## src/rtl/sysreg_unit.sv

```systemverilog
module sysreg_unit #(
  parameter int INVAL_CYC = 25
) (
  input  logic        clk,
  input  logic        rst_n,
  input  logic        op_valid,
  input  logic        op_kind,
  input  logic [2:0]  reg_fld,
  input  logic        op32,
  input  logic        mem_form,
  input  logic        prot_mode,
  input  logic [1:0]  cpl,
  input  logic [47:0] opnd,
  output logic        busy,
  output logic        gp_fault,
  output logic        bad_reg,
  output logic        wr_en,
  output logic [47:0] wr_data,
  output logic [5:0]  wr_mask,
  output logic        reg_wr,
  output logic        reg_wr_hi,
  output logic [31:0] reg_wdata,
  output logic        flush_all,
  output logic        flush_one,
  output logic [31:0] flush_addr,
  output logic [31:0] cr0,
  output logic [31:0] cr2,
  output logic [31:0] cr3,
  output logic [31:0] cr4
);
  localparam int CW = $clog2(INVAL_CYC) + 1;
  localparam logic [31:0] PG_BITS = 32'h8001_0000;

  logic [31:0] gbase, ibase;
  logic [15:0] glim, ilim;
  logic [CW-1:0] cnt;

  logic accept, priv_op, fault, go, cr_ok;
  logic [31:0] ld_base;

  assign busy    = cnt != '0;
  assign accept  = op_valid && !busy;
  assign priv_op = op_kind || reg_fld == 3'd2 || reg_fld == 3'd3 ||
                   reg_fld == 3'd6 || reg_fld == 3'd7;
  assign fault   = accept && prot_mode && cpl != 2'd0 && priv_op;
  assign go      = accept && !fault;
  assign cr_ok   = reg_fld == 3'd0 || reg_fld == 3'd2 ||
                   reg_fld == 3'd3 || reg_fld == 3'd4;
  assign ld_base = op32 ? opnd[47:16] : {8'h00, opnd[39:16]};

  always_ff @(posedge clk) begin
    if (!rst_n) begin
      cr0 <= '0; cr2 <= '0; cr3 <= '0; cr4 <= '0;
      gbase <= '0; ibase <= '0; glim <= 16'hFFFF; ilim <= 16'hFFFF;
      cnt <= '0; gp_fault <= 1'b0; bad_reg <= 1'b0;
      wr_en <= 1'b0; wr_data <= '0; wr_mask <= '0;
      reg_wr <= 1'b0; reg_wr_hi <= 1'b0; reg_wdata <= '0;
      flush_all <= 1'b0; flush_one <= 1'b0; flush_addr <= '0;
    end else begin
      gp_fault  <= fault;
      bad_reg   <= 1'b0;
      wr_en     <= 1'b0;
      reg_wr    <= 1'b0;
      flush_all <= 1'b0;
      flush_one <= 1'b0;
      if (busy) begin
        cnt <= cnt - 1'b1;
        if (cnt == CW'(1)) flush_one <= 1'b1;
      end
      if (go && !op_kind) begin
        case (reg_fld)
          3'd0: begin wr_en <= 1'b1; wr_data <= {gbase, glim}; wr_mask <= 6'b111111; end
          3'd1: begin wr_en <= 1'b1; wr_data <= {ibase, ilim}; wr_mask <= 6'b111111; end
          3'd2: begin gbase <= ld_base; glim <= opnd[15:0]; end
          3'd3: begin ibase <= ld_base; ilim <= opnd[15:0]; end
          3'd4: begin
            if (mem_form) begin
              wr_en <= 1'b1; wr_data <= {32'h0, cr0[15:0]}; wr_mask <= 6'b000011;
            end else begin
              reg_wr <= 1'b1; reg_wr_hi <= op32; reg_wdata <= {16'h0, cr0[15:0]};
            end
          end
          3'd6: cr0[3:0] <= opnd[3:0] | 4'h1;
          3'd7: begin cnt <= CW'(INVAL_CYC - 1); flush_addr <= opnd[31:0]; end
          default: bad_reg <= 1'b1;
        endcase
      end
      if (go && op_kind) begin
        if (!cr_ok) bad_reg <= 1'b1;
        else case (reg_fld)
          3'd0: begin
            cr0 <= opnd[31:0];
            flush_all <= ((cr0 ^ opnd[31:0]) & PG_BITS) != '0;
          end
          3'd2: cr2 <= opnd[31:0];
          3'd3: begin cr3 <= opnd[31:0]; flush_all <= 1'b1; end
          default: cr4 <= opnd[31:0];
        endcase
      end
    end
  end
endmodule

```

## config.mk

```make
export PLATFORM = sky130hd
export DESIGN_NAME = sysreg_unit
export DESIGN_NICKNAME = d
export VERILOG_FILES = /design/src/rtl/sysreg_unit.sv
export SDC_FILE = /design/constraint.sdc
export NUM_CORES = 1
export LEC_CHECK = 0
export ABC_AREA = 1
export BUFFER_PORTS_ARGS = -buffer_cell sky130_fd_sc_hd__clkbuf_2
export CORE_MARGIN = 8
export CORE_UTILIZATION = 45
export CTS_BUF_LIST = sky130_fd_sc_hd__clkbuf_8
export DETAILED_ROUTE_END_ITERATION = 10
export GPL_TIMING_DRIVEN = 0
export MAX_ROUTING_LAYER = met4
export PLACE_DENSITY = 0.69
export SETUP_SLACK_MARGIN = 0.1
export SLEW_MARGIN = 25
export SYNTH_ARGS = -nofsm -noshare
export SYNTH_HDL_FRONTEND = slang
export SYNTH_SLANG_ARGS = --single-unit
export TNS_END_PERCENT = 100
```

## constraint.sdc

```tcl
create_clock -name clk -period 5.8 [get_ports clk]
set_clock_uncertainty 0.1 [all_clocks]
set_input_delay 1.16 -clock clk [delete_from_list [all_inputs] [get_ports clk]]
set_output_delay 1.16 -clock clk [all_outputs]
set_load 0.005 [all_outputs]
```

* Yosys cells after proc, flatten, opt, wreduce, memory -nomap -nowiden
Cells that the tools add are included.
** Storage, ports and cells
- Flip-flop bits (word level) :: 339
- Input port bits :: 60
- Output and inout bits :: 254
- Word-level logic and storage cells :: 95
** Cells by class
- Add/sub/neg operators :: 1
- Eq/ne operators :: 8
- Mux-type cells :: 22
- Bitwise gates (word level) :: 3
- Reductions and logical operators :: 40
** Operator list (count)
- $pmux W48 S3 :: 1
- $mux W48 :: 1
- $mux W32 :: 1
- $reduce_bool A32 Y1 :: 1
- $xor A32 B32 Y32 :: 1
- $reduce_and A3 Y1 :: 9
- $mux W6 :: 4
- $mux W4 :: 5
- $pmux W6 S2 :: 1
- $reduce_and A2 Y1 :: 5
- $eq A3 B3 Y1 const B :: 3
- $logic_and A1 B1 Y1 :: 7
- $logic_or A1 B1 Y1 :: 7
- $mux W1 :: 7
- $reduce_or A7 Y1 :: 1
- $eq A3 B2 Y1 const B :: 2
- $eq A6 B1 Y1 const B :: 1
- $reduce_bool A6 Y1 :: 1
- $sub A6 B1 Y6 const B :: 1
- $pmux W1 S2 :: 2
- $reduce_bool A2 Y1 :: 2
- $eq A3 B1 Y1 const B :: 1
- $logic_not A1 Y1 :: 3
- $logic_not A3 Y1 :: 1
- other kinds (5) :: 6

* Longest topological paths before layout
- Word-level depth :: 13
- Gate-level depth with buffers :: 12
- Depth with buffers taken out :: 10

* Worst setup path before layout
Ideal clock, no wire load.
- Path type :: input port to flip-flop
- Start :: input port cpl[1]
- End :: register wr_data[26]
- Data arrival time :: 2352 ps
- Data required time :: 5568 ps
- Setup slack :: 3216 ps
- Cell stages on the path :: 10
- Buffers on the path :: 2
- Path through :: o21ai_0 > nor2_2 > nor2_4 > nand2_2 > nor2_4 > inv_2 > buf_2 > buf_4 > nand2_1 > a21oi_1
** Between the ends
- Cells in the longest elaborated chain, start to end :: 7
** Ends and longest elaborated chain
- from (decl) :: RTL line 12 : input logic [1:0] cpl,
- $reduce_bool A2 Y1 :: RTL line 45 : assign fault = accept && prot_mode && cpl != 2'd0 && priv_op;
- $logic_and A1 B1 Y1 (2 in series) :: RTL line 45
- $logic_not A1 Y1 :: RTL line 46 : assign go = accept && !fault;
- $logic_and A1 B1 Y1 :: RTL line 46
- $logic_and A1 B1 Y1 :: RTL line 70 : if (go && !op_kind) begin
- $reduce_and A3 Y1 (no source line)
- to (signal assigned) :: RTL line 72 : 3'd0: begin wr_en <= 1'b1; wr_data <= {gbase, glim}; wr_mask <= 6'b111111; end
- to (signal assigned) :: RTL line 73 : 3'd1: begin wr_en <= 1'b1; wr_data <= {ibase, ilim}; wr_mask <= 6'b111111; end
- to (signal assigned) :: RTL line 78 : wr_en <= 1'b1; wr_data <= {32'h0, cr0[15:0]}; wr_mask <= 6'b000011;
- to (decl) :: RTL line 18 : output logic [47:0] wr_data,
Every way passes these cells.
A chain may end at the register's enable or synchronous reset.

* Worst setup path in the final report
- Start :: input port reg_fld[2]
- End :: register ilim[6]
** Between the ends
- Cells in the longest elaborated chain, start to end :: 10
- Elaborated cells on any way between the ends :: 13
- Classes of those cells :: eq/ne (4); reduce/logical (9)
** Ends and longest elaborated chain
- from (decl) :: RTL line 8 : input logic [2:0] reg_fld,
- $eq A3 B2 Y1 :: RTL line 43 : assign priv_op = op_kind || reg_fld == 3'd2 || reg_fld == 3'd3 ||
- $logic_or A1 B1 Y1 (3 in series) :: RTL line 43
- $logic_or A1 B1 Y1 :: RTL line 44 : reg_fld == 3'd6 || reg_fld == 3'd7;
- $logic_and A1 B1 Y1 :: RTL line 45
- $logic_not A1 Y1 :: RTL line 46
- $logic_and A1 B1 Y1 :: RTL line 46
- $logic_and A1 B1 Y1 :: RTL line 70
- $reduce_and A2 Y1 (no source line) *
- to (signal assigned) :: RTL line 75 : 3'd3: begin ibase <= ld_base; ilim <= opnd[15:0]; end
- to (decl) :: RTL line 35 : logic [15:0] glim, ilim;
Every way passes the cells marked *; elsewhere a longest branch is shown, timed or not.

==> run metrics <==
synthesis-to-layout area growth=23.71%; Hold Slack=0.3590 ns; Core Area=0.02847 sq mm; asr flop ratio synth=0%; Post-Synthesis Cells=1730; Final Slew Violations=0; cells along the critical path=clkbuf_2, buf_2, nor2_1, nand2_1, buf_2, buf_1, nand2_1, nand3_1; critical path type=primary input to flop; synth cell count leaders=nand2_1, dfxtp_1, a21oi_1, nand3_1, nor2_1; global-route wire length before repair=71050 microns; Hold Buf Count CTS=0; DPL Wire Length=34690 microns; CTS Buf Count=53; EDFF count, synth=0; family with the most delay on the worst path=simple AND/OR/NAND/NOR gates; CTS sink count=335; synth warn=0; clock slew at reported path FFs=0.06 ns; top post-synthesis cells by area=dfxtp_1, nand2_1, a21oi_1; gpl congestion=0.9505; CTS resizes=0; synthesized cell area=0.01292 sq mm; run status=completed; drt wl/cell=18.68 microns; I/O pins=314; unrepaired setup endpoints after global routing=false; Main synth FF type=dfxtp_1; share of the synthesized area in the top cell type=51.89%; Setup TNS Final=0 ns; Period Utilization, post-route=52.27%; max reg flops=48; setup bufs post-CTS=0; cell taking the most area after synthesis=dfxtp_1; Final setup viols=0; total grt overflow=0; PwrDens=307.1 mW/mm^2; diode count=0; sequential share of the synthesized area=51.89%; Overall Global Routing Usage=27.17%; max-capacitance violation count=0; critical path peak fanout=10; final WL=46940 microns; WP depth=8; FILL cells=2826; clk_lat worst skew=0.58 ns; worst reg-to-reg path cell count=11; Worst EP arrival=3.37 ns; post-layout min period=3.032 ns; antenna violations before repair=0; CP Data Required Time=6.14 ns; Residual DRC=0; Max clock buf depth=3; count leader, synth=nand2_1; Final ANT Viol Nets=0; relative slew slack=26.34%; largest net degree at the start of global routing=14; Root Driver=clkbuf_8; DR pass1 iterations=5; fmax=329.8 MHz; drt first-iter violations=1048; Largest stage delay, worst path=0.85 ns; Hold Path Class=flop to flop; Synth cell types=30; # nets final=2156; IO Port Bufs=293; layout cells sized above 1=22.08%; LEAKAGE=6.867 nW; Synth Area per Inst=7.471 sq um; Peak VDD IR=191.9 uV; Startpoint Class=primary input; Rows=62; CTS H-tree lvls=2; synthesized flop and latch total=335; slowest library cell on the worst path=nor2_1; hold path depth=2; CTS tree=yes; number of global-route vias before repair=12.51k; final hold vios=0; DIE AREA=0.03440 sq mm; die width=185.5 microns; largest reg by FF count=wr_data; crit path buf inv count=4; CP Capture Type=flop; vias per inst=5.233; Die Span Y=185.5 microns; routed vias=13.15k; initial core utilization=45.40%; Slew @ Worst Pin=1.101 ns
power by group:
group / total [mW] / switching, mW / internal, mW
logic: 0.534 / 0.374 / 0.161
clock network: 1.99 / 0.910 / 1.08
registers: 2.39 / 0.0337 / 2.35
cell usage in the layout (no fill, tap or decap), drive strengths merged, types with 4 or more instances in the layout:
cell	n
xnor2	4
buf	85
clkbuf	430
clkinv	5
o21ai	45
a21oi	267
nand2	588
dfxtp	335
nand3	170
inv	54
o211ai	8
nor2	90
conb	16
nand4	20
worst reg2reg max path, cell delays in order, from the launching register on:
cell     delay (ns)
dfxtp_1        0.32
inv_1          0.13
ha_1           0.23
nand4_2        0.20
nor2_4         0.20
nand2_1        0.18
inv_2          0.10
buf_4          0.18
nand2_1        0.22
buf_2          0.31
nand2_1        0.09
a21oi_1        0.06
metrics by stage:
step / utilization (%) / cell area (sq um) / instances / power [mW] / worst slack (ns)
after floorplan: - / 12980 / 1745 / 2.752 / 3.216
after global placement: 52.43 / 14930 / 2422 / 2.954 / 2.318
after detailed placement: 52.43 / 14930 / 2422 / 2.962 / 2.291
after CTS: 56.16 / 15990 / 2513 / 4.930 / 2.803
after global routing: 56.16 / 15990 / 2513 / 5.105 / 2.674
final: 56.16 / 15990 / 2513 / 4.911 / 2.768
path summary, 6_finish.rpt:
| path | slack [ns] | endpoint | startpoint |
|---|---|---|---|
| worst min-delay path | 0.36 | glim[3] | glim[3] |
| worst max register to register | 3.32 | cr3[5] | cnt[0] |
| worst min register to register | 0.36 | glim[3] | glim[3] |
| worst max-delay path | 2.77 | ilim[6] | reg_fld[2] |
area by class of cell:
class	instances	area, sq um	share of cell area (%)
Sequential cell	335	6706	41.94
Multi-Input combinational cell	1219	5390	33.71
Timing Repair Buffer	293	1466	9.171
Clock buffer	71	977.2	6.112
Buffer	151	734.5	4.593
Tap cell	384	480.5	3.005
Inverter	40	150.1	0.9390
Clock inverter	20	83.83	0.5243
metal layers:
metal / GRT usage (%) / routed length [microns]
met1: 34.35 / 19760
met2: 42.91 / 21590
met3: 6.402 / 4483
met4: 7.875 / 1098
met5: - / 0
kinds of logic after synthesis:
logic type / after synthesis / synth area share, %
buf+inv: 191 / 6.844
fa+ha+maj: 3 / 0.2904
xor+xnor: 5 / 0.3388
flops: 335 / 51.89
other cells: 1 / 0.02901
simple gates: 873 / 27.95
compound gates: 322 / 12.66
Power figures use the tool's default switching activity.
